### src/rtl/rx_link_pkg.sv
// Package: shared sizes and the per-channel status rule.
// Assumes monitor flags are 1 for "problem" and the status output is active low.
package rx_link_pkg;

    localparam int unsigned NUM_CH_DEF = 4;
    localparam int unsigned EN_W_DEF   = 8;

    // Evaluate one channel: returns 1 for a healthy link, 0 for a fault.
    function automatic logic chan_ok(
        input logic en,
        input logic loop,
        input logic amp,
        input logic dens,
        input logic freq
    );
        logic amp_counts;
        amp_counts = amp & ~loop;
        return en & ~dens & ~freq & ~amp_counts;
    endfunction

endpackage

### src/rtl/rx_en_latch.sv
// Module: rx_en_latch
// Enable register with level-transparent load. While load is high, the
// register follows the selected bit of each channel's slice of en_in on
// every clock. While load is low, it holds. Channel i uses bit STRIDE*i;
// the other bits of each slice are spare. Assumes EN_W is a multiple of NUM_CH.
module rx_en_latch #(
    parameter int unsigned NUM_CH = 4,
    parameter int unsigned EN_W   = 8
) (
    input  logic              clk,
    input  logic              rst_n,
    input  logic [EN_W-1:0]   en_in,
    input  logic              load,
    output logic [NUM_CH-1:0] en_q
);
    localparam int unsigned STRIDE = EN_W / NUM_CH;

    logic [NUM_CH-1:0] en_pick;
    logic              unused_spare_bits;

    // Reduce all input bits so spare bits have a defined sink.
    assign unused_spare_bits = ^en_in;

    generate
        for (genvar i = 0; i < NUM_CH; i++) begin : g_pick
            // Pick the active bit of this channel's slice.
            assign en_pick[i] = en_in[i*STRIDE];
        end
    endgenerate

    // Load while the strobe is high, hold otherwise; reset disables all.
    always_ff @(posedge clk) begin
        if (!rst_n) begin
            en_q <= '0;
        end else if (load) begin
            en_q <= en_pick;
        end
    end

endmodule

### src/rtl/rx_fault_merge.sv
// Module: rx_fault_merge
// Combines the three monitor flags per channel with enable and loopback
// into a registered active-low status. Assumes flags are synchronous to clk.
module rx_fault_merge #(
    parameter int unsigned NUM_CH = 4
) (
    input  logic              clk,
    input  logic              rst_n,
    input  logic [NUM_CH-1:0] en,
    input  logic [NUM_CH-1:0] loop,
    input  logic [NUM_CH-1:0] amp,
    input  logic [NUM_CH-1:0] dens,
    input  logic [NUM_CH-1:0] freq,
    output logic [NUM_CH-1:0] ok_n_q
);
    import rx_link_pkg::*;

    logic [NUM_CH-1:0] ok_d;

    generate
        for (genvar i = 0; i < NUM_CH; i++) begin : g_ch
            // Evaluate this channel's status from its own inputs only.
            assign ok_d[i] = chan_ok(en[i], loop[i], amp[i], dens[i], freq[i]);
        end
    endgenerate

    // Register the status; reset shows every channel faulted.
    always_ff @(posedge clk) begin
        if (!rst_n) begin
            ok_n_q <= '0;
        end else begin
            ok_n_q <= ok_d;
        end
    end

endmodule

### src/rtl/rx_link_status.sv
// Module: rx_link_status (top)
// Per-channel enable holding and link-fault reduction for a multi-channel
// serial receiver. Assumes all inputs are synchronous to clk.
module rx_link_status #(
    parameter int unsigned NUM_CH = rx_link_pkg::NUM_CH_DEF,
    parameter int unsigned EN_W   = rx_link_pkg::EN_W_DEF
) (
    input  logic              clk,
    input  logic              rst_n,
    input  logic [EN_W-1:0]   en_in,
    input  logic              en_load,
    input  logic [NUM_CH-1:0] loop_sel,
    input  logic [NUM_CH-1:0] amp_bad,
    input  logic [NUM_CH-1:0] dens_bad,
    input  logic [NUM_CH-1:0] freq_bad,
    output logic [NUM_CH-1:0] ch_en,
    output logic [NUM_CH-1:0] link_ok_n
);
    // Enable register with transparent load.
    rx_en_latch #(
        .NUM_CH (NUM_CH),
        .EN_W   (EN_W)
    ) u_en (
        .clk   (clk),
        .rst_n (rst_n),
        .en_in (en_in),
        .load  (en_load),
        .en_q  (ch_en)
    );

    // Monitor reduction into the registered status.
    rx_fault_merge #(
        .NUM_CH (NUM_CH)
    ) u_merge (
        .clk    (clk),
        .rst_n  (rst_n),
        .en     (ch_en),
        .loop   (loop_sel),
        .amp    (amp_bad),
        .dens   (dens_bad),
        .freq   (freq_bad),
        .ok_n_q (link_ok_n)
    );

endmodule

### config.mk
export PLATFORM = sky130hd
export DESIGN_NAME = rx_link_status
export DESIGN_NICKNAME = d
export VERILOG_FILES = /design/src/rtl/rx_link_pkg.sv /design/src/rtl/rx_en_latch.sv /design/src/rtl/rx_fault_merge.sv /design/src/rtl/rx_link_status.sv
export SDC_FILE = /design/constraint.sdc
export NUM_CORES = 1
export LEC_CHECK = 0
export CAP_MARGIN = 20
export CORE_AREA = 2 2 39 41
export DETAILED_ROUTE_END_ITERATION = 10
export DIE_AREA = 0 0 41 43
export DONT_BUFFER_PORTS = 1
export SLEW_MARGIN = 20
export SYNTH_ARGS = -nofsm -noshare
export SYNTH_HDL_FRONTEND = slang
export SYNTH_SLANG_ARGS = --single-unit
### constraint.sdc
create_clock -name clk -period 1.1 [get_ports clk]
set_input_delay 0.22 -clock clk [delete_from_list [all_inputs] [get_ports clk]]
set_output_delay 0.22 -clock clk [all_outputs]
set_load 0.05 [all_outputs]
=== After elaboration in Yosys (flattened, before gate mapping) ===
Cells that the tools add are included.

* Register bits: 8
* Output and inout bits: 8
* Word-level logic and storage cells: 34

* Bitwise logic cells: 32

{| class="wikitable"
|+ Operators by type and width
! operator !! count
|-
| AND 1 bit || 16
|-
| inverter 1 bit || 16
|}

=== Longest topological paths before layout ===
* Word-level depth: 4
* Mapped depth: 3
* Depth with buffers taken out: 2

=== By module ===
A second synthesis with hierarchy kept.

* Cells, all modules: 29
* Area, all modules: 324.1 um2

{| class="wikitable"
|+ By module, submodules not included
! module !! times used !! area each (um2) !! sequential area each (um2) !! cells each
|-
| rx_fault_merge || 1 || 167.7 || 80.1 || 16
|-
| rx_en_latch || 1 || 156.4 || 80.1 || 13
|}

=== Worst setup path after synthesis ===
No wires, ideal clock.

* Path type: flip-flop to flip-flop
* Start: register u_en.en_q[0]
* End: register u_merge.ok_n_q[0]
* Arrival: 1.054 ns
* Buffers on the path: 0
* Period minus slack after synthesis: 1.157 ns
* Setup slack: -0.057 ns
* Cell stages (with the launch flop): 3
* Data required time: 0.997 ns
* Cells stage by stage: dfxtp_1 > nand2_1 > a2111oi_2

* Longest elaborated chain between the ends: 3

{| class="wikitable"
|+ Ends and longest elaborated chain
! what !! line !! text
|-
| from (decl) || rx_en_latch.sv:14 || <nowiki>output logic [NUM_CH-1:0] en_q</nowiki>
|-
| from (signal assigned) || rx_en_latch.sv:36 || <nowiki>en_q <= en_pick;</nowiki>
|-
| AND 1 bit (3 in a row) || rx_link_pkg.sv:18 || <nowiki>return en & ~dens & ~freq & ~amp_counts;</nowiki>
|-
| to (signal assigned) || rx_fault_merge.sv:32 || <nowiki>ok_n_q <= ok_d;</nowiki>
|-
| to (decl) || rx_fault_merge.sv:14 || <nowiki>output logic [NUM_CH-1:0] ok_n_q</nowiki>
|}

Every way passes these cells.
A chain may end at the register's enable or synchronous reset.

=== Worst setup path after layout ===
* Start: register u_en.en_q[2]
* End: register u_merge.ok_n_q[2]

Same word-level chain as after synthesis.

==> summary.md <==
| Metric | Value |
|---|---|
| Final period util | 93.1% |
| GRT Total Usage | 8.35% |
| Final #Nets | 68 |
| Via count | 247 |
| Min-Delay Path Depth | 1 |
| TritonCTS Buffers | 3 |
| Largest net degree at the start of global routing | 9 |
| Avg Cell Area, Syn | 11.0 um2 |
| Max_cap viols | 0 |
| Share of cells above drive strength 1 | approximately half |
| Compound-Gate Fraction of Synth Area | 18.8% |
| Worst setup margin | between 0.07 and 0.08 ns |
| Leakage | about 0.18 nW |
| Pwr dens | 1430 mW/mm2 |
| Clock transition at path regs | 0.05 ns |
| ANT nets after route | 0 |
| Vias in the first global route | around 210 |
| Initial DRT Pass Iterations | 2 |
| Reg2reg path depth | 2 |
| IO Pins | 35 |
| Fillers | 151 |
| Initial drt markers | 1 |
| Dpl ws | 0.0835 ns |
| Clock Root Buffer | clkbuf_4 |
| Clock sinks | 8 |
| Max VDD drop | between 0.4 and 0.5 mV |
| Sum Neg Setup Slack | 0 ns |
| # H-tree levels | 1 |
| Core footprint | 0.00138 mm2 |
| Post-synthesis cell area | roughly 320 um2 |
| Post-Synthesis Cells | 29 |
| WP data arrival | 1.17 ns |
| Setup bufs post-CTS | 0 |
| Setup violators final | 0 |
| Detailed-placement wirelength estimate | 517 um |
| Area grow syn2layout | 32.0% |
| Starting Density | 23.1% |
| Clock Skews | a little under 0.00007 ns |
| DRC | 0 |
| Simple-Gate Fraction of Synth Area | 12.5% |
| Crit Reg-Reg Startpoint | u_en.en_q[2] |
| F_max | slightly below 1000 MHz |
| WL/cell | 11.7 um |
| Chip height | 43 um |
| Main combinational cell family by area after synthesis | compound AO/OA/AOI/OAI gates |
| Syn_nets | 56 |
| Adder-Cell Fraction of Synth Area | 0% |
| Grt ovf | 0 |
| Startpoint Class | register |
| Final Hold Viols | 0 |
| First-pass GRT wire length | 841 um |
| WL final | 644 um |
| Die area | 0.00176 mm2 |
| Via/cell ratio | 4.49 |
| Row cnt | 14 |
| Status | completed |
| Seq/Total Area, Yosys | about half |
| Hold_sp | dens_bad[3] |
| Number of gates resized after cts | 0 |
| Period minus WS final | ~1 ns |
| Hold WC Path Type | in2reg |
| Max Buffers Root-to-Sink | 2 |
| Ys Warns | 0 |
| Final Max Tran Viols | 0 |
| PortBufs | 0 |
| Synthesized flop and latch total | 8 |
| GP Congestion | 0.500 |
| Max Fanout on Critical Path | 3 |
| Initial antenna violation count | 0 |
| Critical Path End Type | register |
| CTS tree | built |
| Xor-xnor portion of the synthesized cell area | 0% |
| Mux share of post-synthesis cell area | 12.5% |
| Critical Setup Path Class | reg2reg |
| Worst EP required | 1.25 ns |
| Antenna cells | 0 |
| Chip width | around 40 um |
| Worst skew pair latency | 0.25 ns |
| Synth cell types | 7 |
| Worst Tran Pin Value | 0.291 ns |
| Worst slew margin | 80.6% |
| RSZ-0062 raised after global routing | no |
| Worst setup startpoint | u_en.en_q[2] |
| Hold Buf Count CTS | 0 |
[worst max-delay path: stages, from the launching register on]
cell	delay, ns
dfxtp_2	0.50
nand2_1	0.11
a2111oi_2	0.32
[power breakdown]
part           internal [mW]  switching [mW]  total [mW]
Sequential             0.302          0.0127       0.315
Combinational         0.0283          0.0432      0.0715
Clock                  0.124          0.0944       0.219
[kinds of logic after synthesis]
| family | count (synthesis) |
|---|---|
| mux | 4 |
| simple gates | 8 |
| flops | 8 |
| buf+inv | 5 |
| compound gates | 4 |
[per-stage QoR]
| stage | hold WS (ns) | instances | instance area [um2] | utilization [%] | total power, mW |
|---|---|---|---|---|---|
| final | 0.0298 | 55 | 423 | 30.6 | 0.605 |
| after floorplan | 0.289 | 29 | 325 | - | 0.379 |
| after detailed placement | 0.291 | 52 | 400 | 28.9 | 0.393 |
| after CTS | 0.0149 | 55 | 423 | 30.6 | 0.628 |
| after global placement | 0.290 | 52 | 400 | 28.9 | 0.393 |
| after global routing | 0.00393 | 55 | 423 | 30.6 | 0.650 |
[sequential cells by signal (all words and copies together) (netlist names)]
name and count:
u_en.en_q 4, u_merge.ok_n_q 4
[layer usage]
metal / up-vias / share of wire, % / global-route usage (%) / wire length [um]
met5: - / 0 / 0 / 0
met4: 0 / 0 / 6.00 / 0
met3: 0 / 15 / 10.5 / 97
met2: 22 / 51 / 10.3 / 330
met1: 106 / 34 / 6.80 / 217
li1: 119 / - / - / -
[cell usage in the layout (no fill, tap or decap)]
cell,n
a2111oi_2,4
inv_1,4
clkbuf_4,3
buf_4,8
dfxtp_1,4
nor2b_1,4
dfxtp_2,4
nand2_1,4
mux2i_1,4
[worst paths after layout]
path / to / slack [ns]
min reg2reg: u_merge.ok_n_q[1] / 0.46
min: u_merge.ok_n_q[3] / 0.03
max: u_merge.ok_n_q[2] / 0.08
max reg2reg: u_merge.ok_n_q[2] / 0.08
[area by class of cell]
cell class	count	area, um2	share of cell area (%)
timing repair buffer	8	60.1	14.2
sequential	8	165	39.1
tap	16	20.0	4.73
inverter	4	15.0	3.55
multi-input combinational	16	140	33.1
clock buffer	3	22.5	5.33
[cells in the mapped netlist]
master,number,area [um2]
dfxtp_1,8,160
a2111oi_2,4,60.1
inv_1,4,15.0
mux2i_1,4,40.0
nand2_1,4,15.0
nor2b_1,4,25.0
clkbuf_2,1,5.00
Note: power is estimated with default switching activity, not from simulation.
